### src/rtl/rate_cls_pkg.sv
package rate_cls_pkg;

    localparam int NUM_RATES = 13;
    localparam int CODE_W = 4;
    localparam logic [CODE_W-1:0] CODE_UNKNOWN = 4'hF;

    // Standard sampling rates in ascending order; index is the rate code.
    function automatic longint rate_hz(input int idx);
        case (idx)
            0:       return 64'd8000;
            1:       return 64'd11025;
            2:       return 64'd16000;
            3:       return 64'd22050;
            4:       return 64'd24000;
            5:       return 64'd32000;
            6:       return 64'd44100;
            7:       return 64'd48000;
            8:       return 64'd64000;
            9:       return 64'd88200;
            10:      return 64'd96000;
            11:      return 64'd176400;
            12:      return 64'd192000;
            default: return 64'd1;
        endcase
    endfunction

    // Reference cycles expected across a multi-frame measurement.
    function automatic longint nominal_count(input int idx, input longint frames,
                                             input longint ref_hz);
        return (frames * ref_hz) / rate_hz(idx);
    endfunction

endpackage

### src/rtl/rate_period_meter.sv
module rate_period_meter #(
    parameter int FRAMES      = 8,
    parameter int TIMEOUT_CYC = 65536,
    parameter int CNT_W       = 20
) (
    input  logic             clk,
    input  logic             rst_n,
    input  logic             strobe_i,
    output logic             done_o,
    output logic [CNT_W-1:0] meas_o,
    output logic             timeout_o
);
    localparam int FR_W  = (FRAMES > 1) ? $clog2(FRAMES) : 1;
    localparam int GAP_W = $clog2(TIMEOUT_CYC);
    localparam logic [FR_W-1:0]  LAST_FR  = FR_W'(FRAMES - 1);
    localparam logic [GAP_W-1:0] GAP_LAST = GAP_W'(TIMEOUT_CYC - 1);
    localparam logic [CNT_W-1:0] CNT_MAX  = '1;

    typedef struct packed {
        logic             armed;
        logic [FR_W-1:0]  frames;
        logic [CNT_W-1:0] cnt;
        logic [GAP_W-1:0] gap;
    } meter_t;

    meter_t st_d, st_q;
    logic   done_d;
    logic   tmo_d;
    logic [CNT_W-1:0] cnt_inc;

    always_comb begin
        cnt_inc = (st_q.cnt == CNT_MAX) ? CNT_MAX : st_q.cnt + 1'b1;
        st_d    = st_q;
        done_d  = 1'b0;
        tmo_d   = 1'b0;
        if (strobe_i) begin
            st_d.gap = '0;
            if (!st_q.armed) begin
                st_d.armed  = 1'b1;
                st_d.frames = '0;
                st_d.cnt    = '0;
            end else if (st_q.frames == LAST_FR) begin
                done_d      = 1'b1;
                st_d.frames = '0;
                st_d.cnt    = '0;
            end else begin
                st_d.frames = st_q.frames + 1'b1;
                st_d.cnt    = cnt_inc;
            end
        end else if (st_q.gap == GAP_LAST) begin
            tmo_d       = 1'b1;
            st_d.gap    = '0;
            st_d.armed  = 1'b0;
            st_d.frames = '0;
            st_d.cnt    = '0;
        end else begin
            st_d.gap = st_q.gap + 1'b1;
            if (st_q.armed) st_d.cnt = cnt_inc;
        end
    end

    always_ff @(posedge clk or negedge rst_n) begin
        if (!rst_n) st_q <= '0;
        else        st_q <= st_d;
    end

    assign done_o    = done_d;
    assign meas_o    = cnt_inc;
    assign timeout_o = tmo_d;
endmodule

### src/rtl/rate_window_match.sv
module rate_window_match #(
    parameter int FRAMES  = 8,
    parameter int REF_HZ  = 24576000,
    parameter int TOL_PCT = 3,
    parameter int CNT_W   = 20
) (
    input  logic [CNT_W-1:0]                   meas_i,
    output logic                               hit_o,
    output logic [rate_cls_pkg::CODE_W-1:0]    code_o
);
    import rate_cls_pkg::*;

    logic [NUM_RATES-1:0] hit_vec;

    for (genvar i = 0; i < NUM_RATES; i++) begin : g_win
        localparam longint NOM  = nominal_count(i, FRAMES, REF_HZ);
        localparam longint TOLC = (NOM * TOL_PCT) / 100;
        localparam logic [CNT_W-1:0] LO = CNT_W'(NOM - TOLC);
        localparam logic [CNT_W-1:0] HI = CNT_W'(NOM + TOLC);
        assign hit_vec[i] = (meas_i >= LO) && (meas_i <= HI);
    end

    always_comb begin
        code_o = CODE_UNKNOWN;
        for (int k = NUM_RATES - 1; k >= 0; k--) begin
            if (hit_vec[k]) code_o = CODE_W'(k);
        end
    end

    assign hit_o = |hit_vec;
endmodule

### src/rtl/rate_classifier.sv
module rate_classifier #(
    parameter int REF_HZ      = 24576000,
    parameter int FRAMES      = 8,
    parameter int TIMEOUT_CYC = 65536,
    parameter int TOL_PCT     = 3,
    parameter int HI_SET_HZ   = 64000,
    parameter int HI_CLR_HZ   = 54000
) (
    input  logic       clk_ref,
    input  logic       rst_n,
    input  logic       frame_strobe_i,
    output logic [3:0] rate_code_o,
    output logic       rate_valid_o,
    output logic       high_rate_o,
    output logic       unlock_o
);
    import rate_cls_pkg::*;

    localparam int CNT_W = $clog2(FRAMES * TIMEOUT_CYC) + 1;
    localparam int WID_W = CNT_W + 8;
    localparam logic [CNT_W-1:0] HI_SET_CNT =
        CNT_W'((longint'(FRAMES) * REF_HZ) / HI_SET_HZ);
    localparam logic [CNT_W-1:0] HI_CLR_CNT =
        CNT_W'((longint'(FRAMES) * REF_HZ) / HI_CLR_HZ);

    typedef struct packed {
        logic [CODE_W-1:0] code;
        logic              valid;
        logic              hi;
        logic              unlock;
        logic [CNT_W-1:0]  prev;
        logic              have_prev;
        logic              one_ok;
    } cls_t;

    logic              done;
    logic              timeout;
    logic [CNT_W-1:0]  meas;
    logic              hit;
    logic [CODE_W-1:0] hit_code;

    rate_period_meter #(
        .FRAMES(FRAMES), .TIMEOUT_CYC(TIMEOUT_CYC), .CNT_W(CNT_W)
    ) u_meter (
        .clk(clk_ref), .rst_n(rst_n), .strobe_i(frame_strobe_i),
        .done_o(done), .meas_o(meas), .timeout_o(timeout)
    );

    rate_window_match #(
        .FRAMES(FRAMES), .REF_HZ(REF_HZ), .TOL_PCT(TOL_PCT), .CNT_W(CNT_W)
    ) u_match (
        .meas_i(meas), .hit_o(hit), .code_o(hit_code)
    );

    cls_t st_d, st_q;
    logic [CNT_W-1:0] diff;
    logic [WID_W-1:0] diff_scaled;
    logic [WID_W-1:0] tol_scaled;
    logic             jump;

    always_comb begin
        diff        = (meas >= st_q.prev) ? meas - st_q.prev : st_q.prev - meas;
        diff_scaled = WID_W'(diff) * WID_W'(100);
        tol_scaled  = WID_W'(st_q.prev) * WID_W'(TOL_PCT);
        jump        = diff_scaled > tol_scaled;

        st_d = st_q;
        if (timeout) begin
            st_d.valid     = 1'b0;
            st_d.unlock    = 1'b1;
            st_d.have_prev = 1'b0;
            st_d.one_ok    = 1'b0;
        end else if (done) begin
            if (hit) begin
                st_d.code  = hit_code;
                st_d.valid = 1'b1;
            end else begin
                st_d.valid = 1'b0;
            end
            if (meas < HI_SET_CNT)      st_d.hi = 1'b1;
            else if (meas > HI_CLR_CNT) st_d.hi = 1'b0;
            if (!st_q.have_prev) begin
                st_d.one_ok = 1'b0;
            end else if (jump) begin
                st_d.unlock = 1'b1;
                st_d.one_ok = 1'b0;
            end else if (st_q.one_ok) begin
                st_d.unlock = 1'b0;
            end else begin
                st_d.one_ok = 1'b1;
            end
            st_d.prev      = meas;
            st_d.have_prev = 1'b1;
        end
    end

    always_ff @(posedge clk_ref or negedge rst_n) begin
        if (!rst_n) begin
            st_q           <= '0;
            st_q.code      <= CODE_UNKNOWN;
            st_q.unlock    <= 1'b1;
        end else begin
            st_q <= st_d;
        end
    end

    assign rate_code_o  = st_q.code;
    assign rate_valid_o = st_q.valid;
    assign high_rate_o  = st_q.hi;
    assign unlock_o     = st_q.unlock;
endmodule

### config.mk
export PLATFORM = sky130hd
export DESIGN_NAME = rate_classifier
export DESIGN_NICKNAME = d
export VERILOG_FILES = /design/src/rtl/rate_cls_pkg.sv /design/src/rtl/rate_period_meter.sv /design/src/rtl/rate_window_match.sv /design/src/rtl/rate_classifier.sv
export SDC_FILE = /design/constraint.sdc
export NUM_CORES = 1
export LEC_CHECK = 0
export CELL_PAD_IN_SITES_DETAIL_PLACEMENT = 0
export CELL_PAD_IN_SITES_GLOBAL_PLACEMENT = 2
export CORE_MARGIN = 2
export CORE_UTILIZATION = 35
export DETAILED_ROUTE_END_ITERATION = 8
export PLACE_DENSITY_LB_ADDON = 0.1
export SLEW_MARGIN = 0
export SYNTH_ARGS = -nofsm -noshare
export SYNTH_HDL_FRONTEND = slang
export SYNTH_SLANG_ARGS = --single-unit
### constraint.sdc
create_clock -name clk_ref -period 9.55 [get_ports clk_ref]
set_clock_uncertainty 0.1 [all_clocks]
set_input_delay 1.91 -clock clk_ref [delete_from_list [all_inputs] [get_ports clk_ref]]
set_output_delay 1.91 -clock clk_ref [all_outputs]
set_load 0.01 [all_outputs]
==> results of run 1 <==
## layer usage
metal / vias up / wire, um / share of wire (%)
li1: 4478 / - / -
met2: 162 / 13500 / 43
met5: - / 0 / 0
met3: 37 / 1160 / 3.7
met1: 4164 / 15900 / 51
met4: 0 / 521 / 1.7
## tightest hold or removal path: cells and delay by family (launching register included)
family	cells	cell delay, ns
buffers and inverters	1	0.04
flip-flops	1	0.37
multiplexers	1	0.06
## flip-flops by register name (all words and copies together) (netlist names)
| register | count |
|---|---|
| rate_valid_o | 1 |
| rate_code_o | 4 |
| u_meter.st_q | 40 |
| st_q | 22 |
| unlock_o | 1 |
| high_rate_o | 1 |
## cells by family (layout without fill, tap and decap cells)
group	count (synthesis)	count (layout)	synth area share, %
xor+xnor	88	88	7.86
fa+ha+maj	168	168	22.7
compound gates	330	330	21.8
buf+inv	185	224	7.63
mux	23	23	2.55
simple gates	386	386	19.7
flops	69	69	17.7
## cells in the mapped netlist (17+ instances only)
library cell               number  area [um^2]
sky130_fd_sc_hd__dfrtp_1       64         1600
sky130_fd_sc_hd__clkbuf_1      26         97.6
sky130_fd_sc_hd__a21oi_1       84          420
sky130_fd_sc_hd__xor2_1        36          315
sky130_fd_sc_hd__xnor2_1       52          455
sky130_fd_sc_hd__ha_1         150         1880
sky130_fd_sc_hd__nand4_1       22          138
sky130_fd_sc_hd__nand2_1      123          462
sky130_fd_sc_hd__fa_1          17          340
sky130_fd_sc_hd__o21ai_0       96          480
sky130_fd_sc_hd__nand3_1       43          215
sky130_fd_sc_hd__a21o_1        24          180
sky130_fd_sc_hd__nor2_1        83          312
sky130_fd_sc_hd__nor3_1        23          115
sky130_fd_sc_hd__inv_1        133          499
## timing repair
item / CTS / global route
setup buffers: 0 / 3
endpoints found under the setup margin: 2 / 2
pin swaps: 0 / 6
resized for setup: 2 / 34
## per-stage QoR
stage               instances  setup TNS [ns]  worst slack (ns)  area [um^2]
global route             1666         -0.0298           -0.0298        11100
floorplan                1249               0             0.756         9800
global placement         1647        -0.00339          -0.00339        10600
detailed placement       1647         -0.0588           -0.0532        10600
CTS                      1663               0           0.00996        10900
finish                   1666               0             0.518        11100
## path summary, 6_finish.rpt
kind,from,to,slack (ns),cells after the start
max in group asynchronous,rst_n,u_meter.st_q[18],7.08,1
worst max register to register,u_meter.st_q[16],st_q[0],0.52,36
worst min register to register,rate_code_o[0],rate_code_o[0],0.38,2
worst max-delay path,u_meter.st_q[16],st_q[0],0.52,36
min in group asynchronous,rst_n,st_q[15],1.62,1
worst min-delay path,rate_code_o[0],rate_code_o[0],0.38,2
## cell type report
class	instances	area [um^2]
clock buffer	10	229
clock inverter	6	63.8
fill	2908	16700
inverter	135	507
multi-input combinational	995	7460
sequential	69	1730
tap	378	473
timing repair buffer	73	587
==> results.toml, run 1 <==
[setup_path]
cpPeakStageDelay_ns = 0.59
end_kind = "flip-flop"
worst_setup_path_start_kind = "flip-flop"
critical-path-top-cell-by-count = "sky130_fd_sc_hd__ha_1"
critPathRequiredTime_ns = 9.73
timing.critical_path.slowest_stage_cell = "sky130_fd_sc_hd__o41ai_1"
dominant_delay_contributor_by_cell_family_on_the_critical_path = "compound AO/OA/AOI/OAI gates"
timing_worst_setup_path_type = "flip-flop to flip-flop"
cp_max_fo = 30
critPathBufInv = 5
worstPathArrival_ns = 9.22

[sta]
slew_headroom_pct = 29.7
report.final.slew_viol_count = 0
hold_violations = 0
hold-worst-slack_ns = 0.384
worst_pin_slew_ns = 1.04
setup_viol = 0
fin_crit_sh_pct = 94.6
layout_min_cycle_time_ns = 9.03
fmax_mhz = 111

[layout]
final_nets = 1453
final_core_util_pct = 39.9
leading_cell_type_in_the_layout_fill_and_taps_excluded = "sky130_fd_sc_hd__ha_1"
commonest_non_fill_non_tap_cells_in_the_layout = "sky130_fd_sc_hd__ha_1, sky130_fd_sc_hd__inv_1, sky130_fd_sc_hd__nand2_1, sky130_fd_sc_hd__o21ai_0, sky130_fd_sc_hd__a21oi_1"
antenna_cells = 0
post_route_cells_drive_above_1_share_pct = 11.9
area_delta_synth_final_pct = 12.8

[drt]
routed_via_density = 5.31
drtAntennaViolNets = 0
dr.first_iter.drc_count = 528
drc_viols = 0
firstDrtPassIters = 5
finalWirelength_mm = 31.1
routedWlPerCell_um = 18.7
via_count = 8841

[grt]
all_layer_gr_usage_pct = 21.8
maximum_number_of_pins_on_one_net_before_global_route_repair = 70
gr-usage-met1_pct = 31.9
antenna_violations_before_repair = 0
use_met2_pct = 33.6
grt_util_met3_pct = 3.36
busiest_layer = "met2"
wire_length_of_the_first_global_routing_pass_mm = 49.5
grt.overflow.total = 0
first_global_vias = 8766

[floorplanning]
dieWidth_um = 171
num_rows = 61
initial_util_pct = 35.4
fp.coreArea_um2 = 27700
die-height_um = 171
num_io_pins = 10
die-area_um2 = 29400

[synthesis]
synth-seq-area-share_pct = 17.7
syn_nets = 1419
async_reset_ff_share_pct = 100
synth_seq_cells = 69
synthCells = 1249
synth.distinct_cells = 87
synth_top_flop_cell = "sky130_fd_sc_hd__dfrtp_1"
synth_cell_area_um2 = 9800
yosysWarningCount = 0
synth_enable_flop_cells = 0
synthesis.area_per_instance_um2 = 7.85

[placement]
io_buffer_count = 9
gpl.final_weighted_congestion = 0.930
dp.final_hpwl_mm = 25.8

[cts]
cts_h_tree_depth = 3
cts_tree = "built"
tritoncts.num_buffers = 9
cts-hold-fix-buffers = 0
clkTransAtPathRegs_ns = 0.06
clock_sinks = 69
cts_max_path_buffers = 2
clockRootBuffer = "sky130_fd_sc_hd__clkbuf_16"
clock_latency_on_the_worst_skew_pair_ns = 0.35

[min_path]
hp-class = "flip-flop to flip-flop"

[job]
cap_violations = 0

[run_status]
run_status = "finished clean"
Power of run 1 is left out: the tool's default activity adds up to more than one toggle a clock period on the data nets, which glitch-free logic cannot reach.
==> run 2, diff against run 1 <==
--- a/config.mk
+++ b/config.mk
@@ -12,2 +12,3 @@
 export DETAILED_ROUTE_END_ITERATION = 8
+export GPL_ROUTABILITY_DRIVEN = 1
 export PLACE_DENSITY_LB_ADDON = 0.1
--- a/constraint.sdc
+++ b/constraint.sdc
@@ -4,2 +4,2 @@
 set_output_delay 1.91 -clock clk_ref [all_outputs]
-set_load 0.01 [all_outputs]
+set_load 0.005 [all_outputs]
==> results of run 2 <==
No change in the layout: final DEF, timing and power equal those of run 1.
Power of run 2 is left out for the same reason.
==> run 3, diff against run 2 <==
Settings changed: GPL_ROUTABILITY_DRIVEN 1 to not set.
==> results of run 3 <==
No change in the layout: final DEF, timing and power equal those of run 1.
Power of run 3 is left out for the same reason.
